===== src/rtl/bwp_pkg.sv =====
package bwp_pkg;
  localparam int unsigned BYTE_W     = 8;
  localparam int unsigned WORD_BYTES = 4;
  localparam int unsigned WORD_W     = BYTE_W * WORD_BYTES;

  // bytes in the next group: min(WORD_BYTES, remaining)
  function automatic logic [2:0] group_len(input logic [31:0] rem);
    return (rem >= 32'(WORD_BYTES)) ? 3'(WORD_BYTES) : rem[2:0];
  endfunction
endpackage


===== src/rtl/bwp_pack.sv =====
module bwp_pack
  import bwp_pkg::*;
#(
  parameter int unsigned CNT_W = 12
) (
  input  logic              clk_i,
  input  logic              rst_ni,
  input  logic              load_i,
  input  logic [CNT_W-1:0]  count_i,
  input  logic              byte_valid_i,
  input  logic [BYTE_W-1:0] byte_i,
  output logic              byte_ready_o,
  output logic              word_valid_o,
  output logic [WORD_W-1:0] word_o,
  input  logic              word_ready_i,
  output logic              done_o,
  output logic              idle_o
);
  localparam int unsigned ACC_W = WORD_W - BYTE_W;

  logic [CNT_W-1:0]  rem_q;
  logic [ACC_W-1:0]  acc_q;
  logic [1:0]        fill_q;
  logic              wvalid_q;
  logic [WORD_W-1:0] word_q;
  logic              done_q;

  logic byte_fire, word_fire, group_end;

  assign byte_ready_o = (rem_q != '0) && !wvalid_q;
  assign byte_fire    = byte_valid_i && byte_ready_o;
  assign word_fire    = wvalid_q && word_ready_i;
  assign group_end    = (fill_q == 2'(WORD_BYTES - 1)) || (rem_q == CNT_W'(1));

  always_ff @(posedge clk_i or negedge rst_ni) begin
    if (!rst_ni) begin
      rem_q    <= '0;
      acc_q    <= '0;
      fill_q   <= '0;
      wvalid_q <= 1'b0;
      word_q   <= '0;
      done_q   <= 1'b0;
    end else if (load_i) begin
      rem_q  <= count_i;
      acc_q  <= '0;
      fill_q <= '0;
      done_q <= (count_i == '0);
    end else begin
      if (byte_fire) begin
        rem_q <= rem_q - CNT_W'(1);
        if (group_end) begin
          // shifting into a cleared accumulator right-aligns short groups
          word_q   <= {acc_q, byte_i};
          wvalid_q <= 1'b1;
          acc_q    <= '0;
          fill_q   <= '0;
        end else begin
          acc_q  <= {acc_q[ACC_W-BYTE_W-1:0], byte_i};
          fill_q <= fill_q + 2'd1;
        end
      end
      if (word_fire) begin
        wvalid_q <= 1'b0;
        if (rem_q == '0) done_q <= 1'b1;
      end
    end
  end

  assign word_valid_o = wvalid_q;
  assign word_o       = word_q;
  assign done_o       = done_q;
  assign idle_o       = (rem_q == '0) && !wvalid_q;
endmodule


===== src/rtl/bwp_unpack.sv =====
module bwp_unpack
  import bwp_pkg::*;
#(
  parameter int unsigned CNT_W = 12
) (
  input  logic              clk_i,
  input  logic              rst_ni,
  input  logic              load_i,
  input  logic [CNT_W-1:0]  count_i,
  input  logic              word_valid_i,
  input  logic [WORD_W-1:0] word_i,
  output logic              word_ready_o,
  output logic              byte_valid_o,
  output logic [BYTE_W-1:0] byte_o,
  input  logic              byte_ready_i,
  output logic              done_o,
  output logic              idle_o
);
  logic [CNT_W-1:0]  rem_q;
  logic [WORD_W-1:0] sh_q;
  logic [2:0]        left_q;
  logic              hold_q;
  logic              done_q;

  logic       word_fire, byte_fire;
  logic [2:0] glen;
  logic [4:0] lane_shift;

  assign word_ready_o = (rem_q != '0) && !hold_q;
  assign word_fire    = word_valid_i && word_ready_o;
  assign byte_fire    = hold_q && byte_ready_i;
  assign glen         = group_len(32'(rem_q));
  // move the first owed byte up to the top lane
  assign lane_shift   = 5'(WORD_BYTES - 32'(glen)) << 3;

  always_ff @(posedge clk_i or negedge rst_ni) begin
    if (!rst_ni) begin
      rem_q  <= '0;
      sh_q   <= '0;
      left_q <= '0;
      hold_q <= 1'b0;
      done_q <= 1'b0;
    end else if (load_i) begin
      rem_q  <= count_i;
      done_q <= (count_i == '0);
    end else if (word_fire) begin
      sh_q   <= word_i << lane_shift;
      left_q <= glen;
      hold_q <= 1'b1;
    end else if (byte_fire) begin
      sh_q   <= sh_q << BYTE_W;
      left_q <= left_q - 3'd1;
      rem_q  <= rem_q - CNT_W'(1);
      if (left_q == 3'd1) hold_q <= 1'b0;
      if (rem_q == CNT_W'(1)) done_q <= 1'b1;
    end
  end

  assign byte_valid_o = hold_q;
  assign byte_o       = sh_q[WORD_W-1 -: BYTE_W];
  assign done_o       = done_q;
  assign idle_o       = (rem_q == '0) && !hold_q;
endmodule


===== src/rtl/byte_word_packer.sv =====
module byte_word_packer
  import bwp_pkg::*;
#(
  parameter int unsigned CNT_W = 12
) (
  input  logic              clk_i,
  input  logic              rst_ni,
  input  logic              start_i,
  input  logic [CNT_W-1:0]  count_i,
  output logic              idle_o,
  input  logic              tx_byte_valid_i,
  input  logic [BYTE_W-1:0] tx_byte_i,
  output logic              tx_byte_ready_o,
  output logic              tx_word_valid_o,
  output logic [WORD_W-1:0] tx_word_o,
  input  logic              tx_word_ready_i,
  output logic              tx_done_o,
  input  logic              rx_word_valid_i,
  input  logic [WORD_W-1:0] rx_word_i,
  output logic              rx_word_ready_o,
  output logic              rx_byte_valid_o,
  output logic [BYTE_W-1:0] rx_byte_o,
  input  logic              rx_byte_ready_i,
  output logic              rx_done_o
);
  logic tx_idle, rx_idle, load;

  assign idle_o = tx_idle && rx_idle;
  assign load   = start_i && idle_o;

  bwp_pack #(.CNT_W(CNT_W)) u_pack (
    .clk_i        (clk_i),
    .rst_ni       (rst_ni),
    .load_i       (load),
    .count_i      (count_i),
    .byte_valid_i (tx_byte_valid_i),
    .byte_i       (tx_byte_i),
    .byte_ready_o (tx_byte_ready_o),
    .word_valid_o (tx_word_valid_o),
    .word_o       (tx_word_o),
    .word_ready_i (tx_word_ready_i),
    .done_o       (tx_done_o),
    .idle_o       (tx_idle)
  );

  bwp_unpack #(.CNT_W(CNT_W)) u_unpack (
    .clk_i        (clk_i),
    .rst_ni       (rst_ni),
    .load_i       (load),
    .count_i      (count_i),
    .word_valid_i (rx_word_valid_i),
    .word_i       (rx_word_i),
    .word_ready_o (rx_word_ready_o),
    .byte_valid_o (rx_byte_valid_o),
    .byte_o       (rx_byte_o),
    .byte_ready_i (rx_byte_ready_i),
    .done_o       (rx_done_o),
    .idle_o       (rx_idle)
  );
endmodule


===== config.mk =====
export PLATFORM = sky130hd
export DESIGN_NAME = byte_word_packer
export DESIGN_NICKNAME = d
export VERILOG_FILES = /design/src/rtl/bwp_pkg.sv /design/src/rtl/bwp_pack.sv /design/src/rtl/bwp_unpack.sv /design/src/rtl/byte_word_packer.sv
export SDC_FILE = /design/constraint.sdc
export NUM_CORES = 1
export LEC_CHECK = 0
export ABC_AREA = 1
export BUFFER_PORTS_ARGS = -buffer_cell sky130_fd_sc_hd__buf_2
export CAP_MARGIN = 10
export CORE_MARGIN = 8
export CORE_UTILIZATION = 45
export CTS_CLUSTER_SIZE = 25
export DETAILED_ROUTE_END_ITERATION = 7
export PLACE_DENSITY = 0.69
export RECOVER_POWER = 25
export SETUP_SLACK_MARGIN = 0.4
export SLEW_MARGIN = 20
export SYNTH_ARGS = -nofsm -noshare
export SYNTH_HDL_FRONTEND = slang
export SYNTH_SLANG_ARGS = --single-unit
export TNS_END_PERCENT = 20

===== constraint.sdc =====
create_clock -name clk_i -period 1.7 [get_ports clk_i]
set_input_delay 0.51 -clock clk_i [delete_from_list [all_inputs] [get_ports clk_i]]
set_output_delay 0.51 -clock clk_i [all_outputs]
set_load 0.05 [all_outputs]

==> flow_metrics.py <==
metrics = {
    "status": {
        "status": "finished with violations",
        "violations": "negative setup slack",
    },
    "logic_synthesis": {
        "synth_top_area_frac": 0.4740,
        "post_synth_most_frequent_cells": "nand2_1 (302), dfrtp_1 (121), nand3_1 (121)",
        "yosys_warnings": 0,
        "postSynthCellCount": 824,
        "count_leader_synth": "nand2_1",
        "synth-seq-cells": 121,
        "mappedNetlistArea_um2": 6389,
        "synth_top_cell_by_area": "dfrtp_1",
        "syn_avg_cell_area_um2": 7.753,
        "synth_nets": 892,
        "synth.lib_cells_used.distinct": 37,
        "asyncSetResetFlopFracSynth": 1.000,
        "synth.yosys.seq_area_share": 0.4740,
        "synth.top_cells.by_area": "dfrtp_1 (47%), nand2_1 (18%), nand3_1 (9.5%)",
        "yosys_most_used_dff": "dfrtp_1",
        "count_of_flip_flops_with_a_built_in_enable_after_synthesis": 0,
    },
    "clock_network": {
        "clock_h_tree_levels": 4,
        "hold_buffers": 0,
        "worst_setup_hold_path_clk_slew_ns": 0.06,
        "tritoncts_num_sinks": 121,
        "clock_insertion_delay_worst_skew_ns": 0.42,
        "clock_tree_from_tritoncts": "done",
        "cts.root.buffer_cell": "clkbuf_16",
        "cts_max_path_buffers": 2,
        "cts_inserted_buffers": 17,
    },
    "place": {
        "post-place-ws_ns": -0.2250,
        "place.detailed.hpwl_um": 13240,
        "gpl.final_weighted_congestion": 0.9353,
        "buffer_ports.inserted": 105,
    },
    "worst_setup_path": {
        "r2r_start": "u_unpack.rem_q[5]",
        "critical_path_peak_fanout": 4,
        "cp.arrival_ns": 1.71,
        "r2r_end": "u_unpack.sh_q[14]",
        "regToRegSetupSlack_ns": -0.49,
        "timing.critical_path.buf_inv": 2,
        "startpoint_type": "flop",
        "cp.required_ns": 1.19,
        "timing_worst_setup_path_type": "flop to output pin",
        "crit_slowest_cell": "dfrtp_1",
        "worstSetupEndpointType": "output pin",
        "critical_path.top_delay_family": "simple AND/OR/NAND/NOR gates",
        "critPathMostFrequentCell": "nor2_4",
        "worstPathCellList": "nor2_4, inv_1, nor2_2, nand2_2, nor2_4, and2_4, buf_8",
        "cpPeakStageDelay_ns": 0.40,
        "r2r.worst_path.cells": 14,
    },
    "timing": {
        "final_max_slew_viol_count": 0,
        "clock-skew-final_ns": 0.006320,
        "setup_total_negative_slack_ns": -15.19,
        "max_fclk_mhz": 450.4,
        "finalCriticalPeriod_ns": 2.220,
        "worst_slew_margin_rel": 0.4106,
        "finalCritPeriodShare": 1.306,
        "finalSetupViolations": 57,
        "hold_vio_cnt_final": 0,
        "rsz_0062_raised_after_global_routing": "true",
        "tightest_slew_ns": 0.8840,
        "layout_setup_ws_ns": -0.5203,
    },
    "route": {
        "detailroute.wirelength.met3_um": 1038,
        "antenna_violating_nets_post_route": 0,
        "drt_pre_antenna_iters": 6,
        "wl_met1_um": 7990,
        "route.final.wire_length_um": 18910,
        "initialDrtViolationCount": 504,
        "met2_length_um": 9479,
        "via_per_inst": 5.226,
        "via_count": 6329,
        "drt_drc_violations_left": 0,
        "top_signal_layer_used": "met4",
        "avgRoutedWirePerCell_um": 15.62,
    },
    "finish": {
        "nNetsFinal": 1086,
        "final_util": 0.6605,
        "layout-drive-gt1-share": 0.3366,
        "flow.area_growth_from_synthesis_pct": 43.52,
        "n_antenna_cell": 0,
    },
    "power": {
        "cellPowerDensity_nw_per_um2": 1908,
        "p_leak_nw": 4.653,
        "total_power_mw": 17.49,
        "vdd_ir_drop_max_v": 0.0008532,
    },
    "floorplanning": {
        "num_rows": 43,
        "die_extent_in_y_um": 135.2,
        "floorplan.die_area_um2": 18270,
        "placeableCoreArea_um2": 13880,
        "floorplan.die.width_um": 135.2,
        "initial_core_util": 0.4602,
        "design.portCount": 106,
    },
    "global_route": {
        "pin_count_of_the_biggest_net_entering_global_routing": 40,
        "first_global_vias": 6145,
        "number_of_antenna_violations_at_the_first_check_in_global_routing": 0,
        "gr-total-overflow": 0,
        "groute.usage.overall": 0.2053,
        "grt_first_pass_wirelength_um": 30110,
    },
    "hold_path": {
        "worstHoldPathType": "primary input to async pin",
    },
    "run": {
        "max_cap_violations": 0,
    },
}
-- worst register-to-register path: stages, from the launching register on --
cell and delay (ns):
dfrtp_1 0.39, nor2_2 0.16, buf_4 0.13, buf_4 0.09, buf_4 0.09, buf_4 0.09, buf_4 0.11, nand3_2 0.09
nor2_4 0.18, o21ai_4 0.11, buf_4 0.15, o21ai_4 0.23, o21ai_1 0.11, nand2_1 0.10, nand2_1 0.06
-- sequential cells by signal (all words and copies together), names as in the netlist --
signal,cells
u_unpack.sh_q,32
u_pack.word_o,32
u_pack.done_o,1
u_unpack.rem_q,12
u_pack.fill_q,2
u_unpack.byte_valid_o,1
u_pack.word_valid_o,1
u_unpack.done_o,1
u_pack.rem_q,12
u_pack.acc_q,24
u_unpack.left_q,3
-- per-layer routing --
| layer | vias up | GRT usage |
|---|---|---|
| li1 | 3080 | - |
| met1 | 2972 | 0.2541 |
| met2 | 237 | 0.3433 |
| met3 | 40 | 0.04266 |
| met4 | 0 | 0.08205 |
| met5 | - | 0 |
-- area by class of cell --
cell class,instances,area (um2)
Clock buffer,18,439.2
Clock inverter,14,171.4
Fill cell,1132,4712
Inverter,49,207.7
Multi-Input combinational cell,604,3203
Sequential cell,121,3030
Tap cell,180,225.2
Timing Repair Buffer,225,1892
-- power breakdown --
part	leakage (nW)	internal, mW	switching (mW)
registers	1.55	4.09	0.852
clock network	0.293	2.35	1.36
logic	2.81	3.61	5.24
-- logic make-up (layout without fill, tap and decap cells) --
logic type | count (synthesis) | after routing | share of synthesized area
simple gates | 523 | 523 | 0.3617
flops | 121 | 121 | 0.4740
buf+inv | 99 | 306 | 0.07344
compound gates | 61 | 61 | 0.05817
xor+xnor | 11 | 11 | 0.01508
fa+ha+maj | 9 | 9 | 0.01763
-- worst max path at each step --
stage                      start               to  depth (start not counted)
3_3_place_gp   u_unpack.rem_q[3]           idle_o                          7
4_1_cts        u_unpack.rem_q[4]           idle_o                          7
6_report       u_unpack.rem_q[2]           idle_o                          7
3_5_place_dp   u_unpack.rem_q[3]           idle_o                          7
5_1_grt          u_pack.rem_q[5]           idle_o                          7
2_1_floorplan  u_unpack.rem_q[0]  rx_word_ready_o                          7
-- placed cells by master (no fill, tap or decap), drive strengths merged, types with 6 or more instances in the layout --
cell	count
nand2	307
o211ai	9
clkbuf	22
clkinv	6
o21ai	31
ha	9
o21a	7
buf	221
or2	8
nand4	20
inv	50
o22ai	6
nand3	125
xor2	7
nor2	50
dfrtp	121
-- repair_timing --
action	in CTS	in global routing
pin swaps	33	46
resized for setup	146	42
endpoints found under the setup margin	168	168
setup buffers	16	10
-- stage by stage --
step	std cells	instance area, um2	hold WS [ns]
5_1_grt	1211	9169	0.2589
6_report	1211	9169	0.2078
3_3_place_gp	1153	7725	0.4480
4_1_cts	1201	8945	0.05055
3_5_place_dp	1153	7725	0.4538
2_1_floorplan	824	6489	0.2144
No activity file was read; power rests on OpenSTA's default activity.
